[src/rtl/pir_pkg.sv]
`timescale 1ns/1ps
package pir_pkg;
  localparam int unsigned ROUTES   = 4;
  localparam int unsigned PINS     = 4;
  localparam int unsigned IRQ_W    = 16;
  localparam int unsigned ROUTE_IW = $clog2(ROUTES);

  localparam logic [7:0]  ROUTE_BASE = 8'h60;
  localparam logic [7:0]  ROUTE_RST  = 8'h80;
  localparam logic [7:0]  CMD_OFF    = 8'h04;
  localparam logic [7:0]  STS_OFF    = 8'h06;
  localparam logic [15:0] CMD_RST    = 16'h0007;
  localparam logic [15:0] STS_RST    = 16'h0200;
  localparam logic [15:0] BAD_IRQS   = 16'h2107;

  typedef struct packed {
    logic       dis;
    logic [3:0] irq;
  } route_t;

  function automatic logic irq_usable(input logic [3:0] n);
    return BAD_IRQS[n] == 1'b0;
  endfunction

  // rotate pin by device number: ((pin-1)+(dev-1)) mod 4
  function automatic logic [ROUTE_IW-1:0] route_idx(input logic [1:0] pin_m1,
                                                    input logic [1:0] dev_lo);
    return pin_m1 + dev_lo - 2'd1;
  endfunction
endpackage

[src/rtl/pir_cfg_regs.sv]
`timescale 1ns/1ps
module pir_cfg_regs
  import pir_pkg::*;
#(
  parameter int unsigned ADDR_W = 8
) (
  input  logic                      clk,
  input  logic                      rst_n,
  input  logic                      wr_en,
  input  logic [ADDR_W-1:0]         addr,
  input  logic [7:0]                wdata,
  output logic [7:0]                rdata,
  output route_t [ROUTES-1:0]       routes_o
);
  route_t [ROUTES-1:0] routes_q, routes_d;
  logic                route_hit;
  logic [ROUTE_IW-1:0] route_sel;

  assign route_hit = (addr[ADDR_W-1:ROUTE_IW] == ROUTE_BASE[ADDR_W-1:ROUTE_IW]);
  assign route_sel = addr[ROUTE_IW-1:0];

  always_comb begin
    routes_d = routes_q;
    if (wr_en && route_hit) begin
      routes_d[route_sel].dis = wdata[7];
      routes_d[route_sel].irq = wdata[3:0];
    end
  end

  always_ff @(posedge clk or negedge rst_n) begin
    if (!rst_n) begin
      for (int r = 0; r < ROUTES; r++) begin
        routes_q[r].dis <= ROUTE_RST[7];
        routes_q[r].irq <= ROUTE_RST[3:0];
      end
    end else if (wr_en) begin
      routes_q <= routes_d;
    end
  end

  always_comb begin
    rdata = 8'h00;
    if (route_hit)                  rdata = {routes_q[route_sel].dis, 3'b000, routes_q[route_sel].irq};
    else if (addr == CMD_OFF)       rdata = CMD_RST[7:0];
    else if (addr == CMD_OFF + 8'd1) rdata = CMD_RST[15:8];
    else if (addr == STS_OFF)       rdata = STS_RST[7:0];
    else if (addr == STS_OFF + 8'd1) rdata = STS_RST[15:8];
  end

  assign routes_o = routes_q;


  route_field_store_chk: assert property (@(posedge clk) disable iff (!rst_n)
    (wr_en && route_hit) |=> (routes_q[$past(route_sel)].irq == $past(wdata[3:0])
                              && routes_q[$past(route_sel)].dis == $past(wdata[7])));
endmodule

[src/rtl/pir_src_tracker.sv]
`timescale 1ns/1ps
module pir_src_tracker
  import pir_pkg::*;
#(
  parameter int unsigned NUM_DEV = 8,
  localparam int unsigned DEV_W  = $clog2(NUM_DEV),
  localparam int unsigned SRC_N  = NUM_DEV * PINS,
  localparam int unsigned SRC_W  = $clog2(SRC_N)
) (
  input  logic             clk,
  input  logic             rst_n,
  input  logic             req_valid,
  input  logic [DEV_W-1:0] req_dev,
  input  logic [2:0]       req_pin,
  input  logic             req_assert,
  output logic [SRC_N-1:0] pending_o
);
  logic [SRC_N-1:0] pending_q, pending_d;
  logic             pin_ok;
  logic [1:0]       pin_m1;
  logic [SRC_W-1:0] src;

  assign pin_ok = (req_pin != 3'd0) && (req_pin <= 3'(PINS));
  assign pin_m1 = 2'(req_pin - 3'd1);
  assign src    = {req_dev, pin_m1};

  always_comb begin
    pending_d = pending_q;
    if (req_valid && pin_ok) pending_d[src] = req_assert;
  end

  always_ff @(posedge clk or negedge rst_n) begin
    if (!rst_n)         pending_q <= '0;
    else if (req_valid) pending_q <= pending_d;
  end

  assign pending_o = pending_q;


  deassert_clear_chk: assert property (@(posedge clk) disable iff (!rst_n)
    (req_valid && pin_ok && !req_assert) |=> !pending_q[$past(src)]);


  bad_pin_ignored_chk: assert property (@(posedge clk) disable iff (!rst_n)
    (req_valid && !pin_ok) |=> (pending_q == $past(pending_q)));
endmodule

[src/rtl/pir_irq_merge.sv]
`timescale 1ns/1ps
module pir_irq_merge
  import pir_pkg::*;
#(
  parameter int unsigned SRC_N = 32
) (
  input  logic                clk,
  input  logic                rst_n,
  input  logic [SRC_N-1:0]    pending_i,
  input  route_t [ROUTES-1:0] routes_i,
  output logic [IRQ_W-1:0]    irq_o
);
  logic [ROUTES-1:0] level;
  logic [ROUTES-1:0] drive;

  // wired-OR of every source steered to each route
  always_comb begin
    level = '0;
    for (int s = 0; s < SRC_N; s++) begin
      if (pending_i[s]) level[route_idx(2'(s), 2'(s >> 2))] = 1'b1;
    end
  end

  for (genvar r = 0; r < ROUTES; r++) begin : g_route
    assign drive[r] = level[r] && !routes_i[r].dis && irq_usable(routes_i[r].irq);
  end

  always_comb begin
    irq_o = '0;
    for (int r = 0; r < ROUTES; r++) begin
      if (drive[r]) irq_o[routes_i[r].irq] = 1'b1;
    end
  end


  no_reserved_irq_chk: assert property (@(posedge clk) disable iff (!rst_n)
    (irq_o & BAD_IRQS) == '0);


  line_count_chk: assert property (@(posedge clk) disable iff (!rst_n)
    $countones(irq_o) <= ROUTES);


  line_needs_source_chk: assert property (@(posedge clk) disable iff (!rst_n)
    (|irq_o) |-> (|pending_i));
endmodule

[src/rtl/pci_irq_router.sv]
`timescale 1ns/1ps
module pci_irq_router
  import pir_pkg::*;
#(
  parameter int unsigned NUM_DEV = 8,
  localparam int unsigned DEV_W  = $clog2(NUM_DEV),
  localparam int unsigned SRC_N  = NUM_DEV * PINS
) (
  input  logic             clk,
  input  logic             rst_n,
  input  logic             cfg_wr,
  input  logic [7:0]       cfg_addr,
  input  logic [7:0]       cfg_wdata,
  output logic [7:0]       cfg_rdata,
  input  logic             req_valid,
  input  logic [DEV_W-1:0] req_dev,
  input  logic [2:0]       req_pin,
  input  logic             req_assert,
  output logic [IRQ_W-1:0] irq_out
);
  route_t [ROUTES-1:0] routes;
  logic [SRC_N-1:0]    pending;

  pir_cfg_regs #(.ADDR_W(8)) u_cfg (
    .clk      (clk),
    .rst_n    (rst_n),
    .wr_en    (cfg_wr),
    .addr     (cfg_addr),
    .wdata    (cfg_wdata),
    .rdata    (cfg_rdata),
    .routes_o (routes)
  );

  pir_src_tracker #(.NUM_DEV(NUM_DEV)) u_src (
    .clk        (clk),
    .rst_n      (rst_n),
    .req_valid  (req_valid),
    .req_dev    (req_dev),
    .req_pin    (req_pin),
    .req_assert (req_assert),
    .pending_o  (pending)
  );

  pir_irq_merge #(.SRC_N(SRC_N)) u_merge (
    .clk       (clk),
    .rst_n     (rst_n),
    .pending_i (pending),
    .routes_i  (routes),
    .irq_o     (irq_out)
  );


  disabled_route_quiet_chk: assert property (@(posedge clk) disable iff (!rst_n)
    (routes[0].dis && routes[1].dis && routes[2].dis && routes[3].dis) |-> (irq_out == '0));
endmodule

[config.mk]
export PLATFORM = sky130hd
export DESIGN_NAME = pci_irq_router
export DESIGN_NICKNAME = d
export VERILOG_FILES = /design/src/rtl/pir_pkg.sv /design/src/rtl/pir_cfg_regs.sv /design/src/rtl/pir_src_tracker.sv /design/src/rtl/pir_irq_merge.sv /design/src/rtl/pci_irq_router.sv
export SDC_FILE = /design/constraint.sdc
export NUM_CORES = 1
export LEC_CHECK = 0
export BUFFER_PORTS_ARGS = -buffer_cell sky130_fd_sc_hd__buf_2
export CAP_MARGIN = 10
export CORE_UTILIZATION = 38
export CTS_BUF_LIST = sky130_fd_sc_hd__clkbuf_16
export DETAILED_ROUTE_END_ITERATION = 10
export SLEW_MARGIN = 10
export SYNTH_ARGS = -nofsm -noshare
export SYNTH_HDL_FRONTEND = slang
export SYNTH_SLANG_ARGS = --single-unit
[constraint.sdc]
create_clock -name clk -period 2.2 [get_ports clk]
set_clock_uncertainty 0.2 [all_clocks]
set_input_delay 0 -clock clk [delete_from_list [all_inputs] [get_ports clk]]
set_output_delay 0 -clock clk [all_outputs]
set_load 0.005 [all_outputs]
# Word-level counts from Yosys, hierarchy flattened
# Memory sizes are Yosys's and may differ from the RTL's.
# Cells that the tools add are included.
[word_totals]
regBits = 52
memories = 4
latch_bits = 0
romBits = 64
output_inout_bits = 24
mem_bits_rw = 0
[mem_list]
columns = ["memory", "words", "word_bits", "rd", "rd_clocked_by_memory_dff", "write_ports", "line", "source"]
rows = [
  ["(name not given)", 16, 1, 1, 0, 0, "pir_pkg.sv:22", "return BAD_IRQS[n] == 1'b0;"],
  ["(name not given)", 16, 1, 1, 0, 0, "pir_pkg.sv:22", ""],
  ["(name not given)", 16, 1, 1, 0, 0, "pir_pkg.sv:22", ""],
  ["(name not given)", 16, 1, 1, 0, 0, "pir_pkg.sv:22", ""],
]
[classes]
add_sub_neg = 1
reduce_logical = 24
order_cmp = 13
n_shift = 0
mul = 0
bitwise_logic = 7
mux = 64
n_eq_ne = 5
div = 0
[ops]
columns = ["operator", "n"]
rows = [
  ["16-bit 2-to-1 mux", 4],
  ["16-bit OR", 3],
  ["1-bit 2-to-1 mux", 41],
  ["20-bit bitwise mux", 2],
  ["32-bit bitwise mux", 1],
  ["8-bit by 3-bit equality test with 1-bit output (second input constant)", 4],
  ["8-bit 2-to-1 mux", 4],
  ["5-bit demux with 2-bit select", 2],
  ["4-bit by 5-bit less-than comparator with 1-bit output (second input constant)", 4],
  ["1-bit logical AND", 17],
  ["1-bit demux with 4-bit select", 4],
  ["4-bit by 1-bit >= comparator with 1-bit output (second input constant)", 4],
  ["5-bit binary-select mux with 2-bit select", 1],
  ["5-bit 2-to-1 mux", 2],
  ["6-bit by 5-bit equality test with 1-bit output (second input constant)", 1],
  ["5-bit by 6-bit less-than comparator with 1-bit output (second input constant)", 1],
  ["1-bit demux with 5-bit select", 1],
  ["5-bit by 1-bit >= comparator with 1-bit output (second input constant)", 1],
  ["1-bit logical NOT", 4],
  ["4-bit 2-to-1 mux", 1],
  ["1-bit inverter", 4],
  ["2-bit AND reduction", 2],
  ["3-bit <= comparator (second input constant)", 1],
  ["2-bit by 3-bit less-than comparator with 1-bit output (second input constant)", 1],
  ["other kinds (4)", 4],
]

# Depth between registers and ports, before layout
# Gate-level depths: netlist of run 1.
[depth]
depth_word = 17
depth_mapped = 6

# Modules after synthesis
# Synthesis of run 1 repeated with hierarchy kept, for this count alone.
[unflattened]
cells_unflattened = 290
area_unflattened_um2 = 3245.6
[modules_own_cells]
columns = ["mod", "n_inst", "cells_per_inst", "area_each_um2", "seq_area_each_um2"]
rows = [
  ["pir_src_tracker", 1, 115, 1497.7, 800.8],
  ["pir_cfg_regs", 1, 75, 1072.3, 505.5],
  ["pir_irq_merge", 1, 100, 675.6, 0.0],
]

# Worst setup path after synthesis of run 1
# OpenSTA, ideal clock, no wires.
[synth_timing]
path_type = "register -> output"
from = "reg u_src.pending_q[19], in the netlist u_src.pending_o[19]"
to = "out irq_out[14]"
arrival_ns = 1.697
stages_incl_launch_ff = 5
setup_slack_ns = 0.303
required_ns = 2.000
cell_sequence = "dfrtp_1 or4_4 o21ai_4 nor4b_1 or4_1"
[synth_between]
elab_chain_len = 9
[synth_rtl]
columns = ["item", "line", "source"]
rows = [
  ["start: declaration", "pir_src_tracker.sv:18", "logic [SRC_N-1:0] pending_q, pending_d;"],
  ["start signal: assignment", "pir_src_tracker.sv:34", "else if (req_valid) pending_q <= pending_d;"],
  ["1-bit 2-to-1 mux (*) (4 in series)", "pir_irq_merge.sv:20", "if (pending_i[s]) level[route_idx(2'(s), 2'(s >> 2))] = 1'b1;"],
  ["1-bit logical AND (*) (2 in series)", "pir_irq_merge.sv:25", "assign drive[r] = level[r] && !routes_i[r].dis && irq_usable(routes_i[r].irq);"],
  ["16-bit 2-to-1 mux (*)", "pir_irq_merge.sv:31", "if (drive[r]) irq_o[routes_i[r].irq] = 1'b1;"],
  ["16-bit OR (no source line)", "n/a", ""],
  ["16-bit 2-to-1 mux (*)", "pir_irq_merge.sv:31", ""],
  ["end: declaration", "pci_irq_router.sv:19", "output logic [IRQ_W-1:0] irq_out"],
]
# Every way passes the cells marked *; elsewhere a longest branch is shown, timed or not.

# Final worst setup path of run 1
[layout_timing]
from = "reg u_src.pending_q[20], in the netlist u_src.pending_o[20]"
to = "out irq_out[10]"
[layout_between]
elab_chain_len = 12
[layout_rtl]
columns = ["item", "line"]
rows = [
  ["1-bit 2-to-1 mux (*) (3 in series)", "pir_irq_merge.sv:20"],
  ["1-bit logical AND (*) (2 in series)", "pir_irq_merge.sv:25"],
  ["16-bit 2-to-1 mux (*)", "pir_irq_merge.sv:31"],
  ["16-bit OR (no source line)", "n/a"],
  ["16-bit 2-to-1 mux (*)", "pir_irq_merge.sv:31"],
  ["16-bit OR (no source line)", "n/a"],
  ["16-bit 2-to-1 mux (*)", "pir_irq_merge.sv:31"],
  ["16-bit OR (no source line)", "n/a"],
  ["16-bit 2-to-1 mux (*)", "pir_irq_merge.sv:31"],
]
# Marks and branches as above.

==> results of run 1 <==
==> per-stage QoR <==
step | utilization | hold slack (ns) | TNS, ns | cells
after CTS | 0.473 | 0.0180 | -0.481 | 455
after global routing | 0.474 | 0.0543 | -0.879 | 456
final | 0.474 | 0.0132 | -0.465 | 456
after detailed placement | 0.440 | -0.211 | 0 | 441
after global placement | 0.440 | -0.212 | 0 | 441
after floorplan | - | -0.496 | 0 | 311
==> kinds of logic (layout without fill, tap and decap cells) <==
kind of cell,after synthesis,count (layout),synth area share
AND/OR/NAND/NOR,148,148,0.267
multiplexers,57,57,0.222
flip-flops,52,52,0.415
buffers and inverters,23,66,0.0386
AO/OA/AOI/OAI,22,22,0.0533
other,1,8,0.00119
XOR/XNOR,1,1,0.00278
==> final timing paths <==
check	to	slack, ns	cells after the start
max in group asynchronous	u_cfg.routes_o[4]	1.09	3
min in group clk	u_src.pending_o[11]	0.02	4
max reg2reg	u_cfg.routes_o[1]	1.01	1
min	u_src.pending_o[13]	0.01	2
max	irq_out[10]	-0.17	5
min reg2reg	u_src.pending_o[13]	0.31	1
==> cell type report <==
type	instances	area (sq um)
Inverter	3	11.3
Multi-Input combinational cell	236	1780
Fill cell	737	4130
Clock buffer	5	125
Timing Repair Buffer	55	330
Tap cell	102	128
Clock inverter	3	42.5
Sequential cell	52	1310
==> layout by cell type (no fill, tap or decap), types with 3 or more instances in the layout <==
cell type      synthesis  final
nand2b_1               5      5
nor4_1                 8      6
nor2b_1                3      3
nand2_1               32     32
clkbuf_16              0      5
dlygate4sd3_1          0      6
mux2_1                20     20
a22oi_1                3      3
nand4_1                6      6
mux4_2                 5      5
dfrtp_1               48     48
nor4_2                 2      4
o211ai_1               3      3
a21oi_1                5      4
or3_1                  5      5
dfstp_2                4      4
nor3b_1                6      6
or4_4                  3      4
buf_2                  4     39
buf_4                  8     10
and4b_1                4      4
and2_1                 3      3
nand3_1               14     14
conb_1                 1      8
inv_1                  3      3
nor4b_1                3      3
nor3_1                 7      7
nor2_1                25     25
and3_1                 4      4
nand3b_1               9      9
mux2_2                32     32
==> flip-flops by register name (all words and copies together), names as in the netlist <==
register and count:
u_cfg.routes_o 20, u_src.pending_o 32
==> layer usage <==
layer / track usage / vias up / share of wire / wire, um
li1: - / 1209 / - / -
met1: 0.272 / 1257 / 0.47 / 3560
met2: 0.293 / 68 / 0.47 / 3610
met3: 0.0260 / 10 / 0.049 / 375
met4: 0.0615 / 0 / 0.014 / 104
met5: 0 / - / 0 / 0
==> repair_timing <==
action                                 4_1_cts  5_1_grt
setup endpoints to repair                    5        9
endpoints found under the hold margin       68        0
hold buffers                                 6        0
pin swaps                                    4        2
buffers inserted                             0        1
resized for setup                            5        1
==> power breakdown <==
group	switching (W)	total [W]	leakage, nW	internal [W]
clock network	0.000340	0.000875	0.0814	0.000535
logic	0.000243	0.000477	0.922	0.000234
registers	0.0000876	0.00114	0.687	0.00105
==> results_dict.tcl, run 1 <==
set metrics [dict create \
    antenna_found_initial 0 \
    firstDrtPassIters 4 \
    final_cell_area_sq_um 3720 \
    setup-violations-final 3 \
    yosys_warnings 0 \
    grt_max_degree 33 \
    vias_per_cell 5.58 \
    clock_sinks 52 \
    cts_max_level 2 \
    crit_fanout 4 \
    fp.dieW_um 93.0 \
    synthTopCellsByArea "dfrtp_1, mux2_2, mux2_1" \
    place_area_sq_um 3450 \
    io_buffers 39 \
    crit_family "simple AND/OR/NAND/NOR gates" \
    grt_pass1_vias 2425 \
    drt_iter0_drc 138 \
    grt_pass1_wl_mm 12.6 \
    clk_pin_slew_ns 0.07 \
    antenna_left 0 \
    ir_drop_mv 0.399 \
    synth_edf_count 0 \
    worst-path-buf-inv 1 \
    path_class "flop to output port" \
    crit_path_start "u_src.pending_o[20]" \
    grt.total_usage 0.189 \
    die_y_um 93.0 \
    yosysMostFrequentCell "dfrtp_1" \
    start_util 0.401 \
    start_kind "flop" \
    synth_common_cells "dfrtp_1, mux2_2, nand2_1, nor2_1, mux2_1" \
    power_per_cell_area_nw_per_um2 670 \
    route.detailed.drc 0 \
    syn_inst 304 \
    violations "negative setup slack" \
    finalCriticalPeriod_ns 2.37 \
    cpMaxStageDelayCell "or4_4" \
    clkLatencyLatePin_ns 0.29 \
    antennaDiodeCount 0 \
    routed_wl_mm 7.65 \
    globalplace.congestion 0.930 \
    required_ns 2.00 \
    cts_buffers 5 \
    nets 380 \
    dieArea_sq_um 8650 \
    outcome "finished, violations left" \
    max_cap_violations 0 \
    setup.worst_path.end_class "output port" \
    drive_gt1_frac 0.316 \
    synth_seq_cells 52 \
    clockBufferDepth 2 \
    clockRootBuffer "clkbuf_16" \
    hold_viol 0 \
    fmax_mhz 421 \
    ys_async_sr_fraction 1.00 \
    ys_seq_area_frac 0.415 \
    grt_overflow 0 \
    yosysUniqueCellTypes 46 \
    worstMarginPinSlew_ns 0.579 \
    yosys.area.top_type_share 0.382 \
    place_ws_ns 0.0974 \
    core_area_sq_um 7850 \
    row_count 32 \
    fin_crit_sh 1.08 \
    power_leakage_nw 1.69 \
    synthesis.area_sq_um 3150 \
    relSlewSlack 0.613 \
    total_power_w 0.00249 \
    cts_tree "yes" \
    finalWorstSetupSlack_ns -0.173 \
    slowest_delay_ns 0.57 \
    grt_setup_unrepaired "yes" \
    ys.flop_type "dfrtp_1" \
    critPathArrivalTime_ns 2.17 \
    io_pins 51 \
    syn_avg_cell_area_sq_um 10.3 \
    final-max-slew-violation-count 0 \
    crit_chain "or4_4, o211ai_4, nor3_1, or4_1, buf_2" \
    r2r_start "u_cfg.routes_o[1]" \
    routedWlPerCell_um 16.8 \
    vias 2544 \
    area_growth_pct 18.3 \
    yosysTopAreaCell "dfrtp_1" \
    hold_class "primary input to asynchronous set/reset pin" \
    dp_hpwl_mm 5.79 \
]
No activity file was read; power rests on OpenSTA's default activity.
==> run 2, diff against run 1 <==
--- a/config.mk
+++ b/config.mk
@@ -8,7 +8,6 @@
 export BUFFER_PORTS_ARGS = -buffer_cell sky130_fd_sc_hd__buf_2
 export CAP_MARGIN = 10
 export CORE_UTILIZATION = 38
-export CTS_BUF_LIST = sky130_fd_sc_hd__clkbuf_16
 export DETAILED_ROUTE_END_ITERATION = 10
 export SLEW_MARGIN = 10
 export SYNTH_ARGS = -nofsm -noshare
==> results_dict.tcl, run 2 (same netlist as run 1, synthesis figures left out) <==
set metrics [dict create \
    outcome "finished, violations left" \
    violations "negative setup slack" \
    firstDrtPassIters 4 \
    worstMarginPinSlew_ns 0.905 \
    power_leakage_nw 1.69 \
    reg2regPathDepth 1 \
    setup_tns_ns -0.581 \
    final_common_cell "dfrtp_1" \
    setup-violations-final 4 \
    row_count 32 \
    vias_per_cell 5.53 \
    globalplace.congestion 0.930 \
    routedWlPerCell_um 16.6 \
    grt_setup_unrepaired "yes" \
    place_area_sq_um 3450 \
    grt.total_usage 0.191 \
    cts_buffers 5 \
    cts_tree "yes" \
    r2r_start "u_cfg.routes_o[1]" \
    finalWorstSetupSlack_ns -0.201 \
    clk_pin_slew_ns 0.10 \
    rrSetupSlack_ns 1.00 \
    mostFrequentLayoutCells "dfrtp_1, buf_2, nand2_1, mux2_2, nor2_1" \
    fin_crit_sh 1.09 \
    nets 385 \
    fp.dieW_um 93.0 \
    grt_max_degree 33 \
    required_ns 2.00 \
    area_growth_pct 18.5 \
    drive_gt1_frac 0.315 \
    drt_iter0_drc 164 \
    crit_chain "or4_4, o211ai_4, nor3_1, or4_1, buf_2" \
    antennaDiodeCount 0 \
    grt_pass1_wl_mm 12.7 \
    grt_overflow 0 \
    hold_class "primary input to asynchronous set/reset pin" \
    cts_max_level 2 \
    r2r_end "u_cfg.routes_o[1]" \
    antenna_left 0 \
    dp_hpwl_mm 5.79 \
    clock_sinks 52 \
    fill_cells 746 \
    io_pins 51 \
    io_buffers 39 \
    max_cap_violations 0 \
    ir_drop_mv 0.400 \
    postLayoutCoreUtil 0.475 \
    finalCriticalPeriod_ns 2.40 \
    setup.worst_path.end_class "output port" \
    dieArea_sq_um 8650 \
    fmax_mhz 416 \
    path_class "flop to output port" \
    slowest_delay_ns 0.57 \
    grt_pass1_vias 2462 \
    crit_fanout 4 \
    antenna_found_initial 0 \
    core_area_sq_um 7850 \
    start_util 0.401 \
    die_y_um 93.0 \
    critPathArrivalTime_ns 2.20 \
    clkLatencyLatePin_ns 0.30 \
    vias 2548 \
    clockBufferDepth 2 \
    start_kind "flop" \
    route.detailed.drc 0 \
    clockRootBuffer "clkbuf_8" \
    largest_register_ffs 32 \
    routed_wl_mm 7.67 \
    endpoint "irq_out[10]" \
    relSlewSlack 0.395 \
    crit_path_start "u_src.pending_o[20]" \
    cpMaxStageDelayCell "or4_4" \
    final_cell_area_sq_um 3730 \
    worst_hold_slack_ns 0.0170 \
    final-max-slew-violation-count 0 \
    power_per_cell_area_nw_per_um2 622 \
    hold_viol 0 \
]
==> run 2: cell count changes in the layout (fill, tap and decap cells not counted), sizes merged <==
cell and delta:
dlygate4sd3 +5, clkbuf +1, clkinv -1
==> run 2: what timing repair did <==
| item | 4_1_cts | 5_1_grt |
|---|---|---|
| gates resized for setup | 6 | 0 |
| setup buffers | 0 | 1 |
| setup endpoints to repair | 6 | 9 |
| pin swaps | 3 | 2 |
| hold buffers | 11 | 0 |
| hold endpoints to repair | 77 | 0 |
==> run 2: area by class of cell <==
cell class | instances | area (sq um) | area share
sequential | 52 | 1310 | 0.351
inverter | 3 | 11.3 | 0.00302
timing repair buffer | 60 | 380 | 0.102
multi-input combinational | 236 | 1780 | 0.478
clock inverter | 2 | 38.8 | 0.0104
tap | 102 | 128 | 0.0343
clock buffer | 6 | 82.6 | 0.0222
==> run 2: metal layers <==
layer | vias to the layer above | GRT usage | wire length [um]
met5 | - | 0 | 0
met4 | 0 | 0.0615 | 136
met3 | 12 | 0.0268 | 449
met2 | 72 | 0.293 | 3550
met1 | 1247 | 0.276 | 3530
li1 | 1217 | - | -
==> run 2: how the worst min path moves through the flow <==
stage | from | endpoint | slack (ns) | cells after the start
finish | rst_n | u_src.pending_o[16] | 0.02 | 3
global route | rst_n | u_src.pending_o[16] | 0.04 | 3
CTS | rst_n | u_src.pending_o[16] | 0.02 | 3
detailed placement | rst_n | u_src.pending_o[13] | -0.21 | 1
global placement | rst_n | u_src.pending_o[13] | -0.21 | 1
floorplan | rst_n | u_cfg.routes_o[0] | -0.50 | 0
==> run 2: where the power goes <==
group          internal [W]  switching, W
clock network      0.000372      0.000322
registers           0.00105     0.0000865
logic              0.000239      0.000245
==> run 2: through the flow <==
| stage | setup slack, ns | power [W] | std cells |
|---|---|---|---|
| 2_1_floorplan | 0.303 | 0.00142 | 311 |
| 3_3_place_gp | 0.105 | 0.00159 | 441 |
| 3_5_place_dp | 0.0974 | 0.00160 | 441 |
| 4_1_cts | -0.211 | 0.00234 | 460 |
| 5_1_grt | -0.284 | 0.00244 | 461 |
| 6_report | -0.201 | 0.00232 | 461 |
==> run 2: critical path, delay by kind of cell (launching register included) <==
family / cells / cell delay, ns
compound gates: 1 / 0.24
buf+inv: 1 / 0.14
flops: 1 / 0.39
simple gates: 3 / 1.11
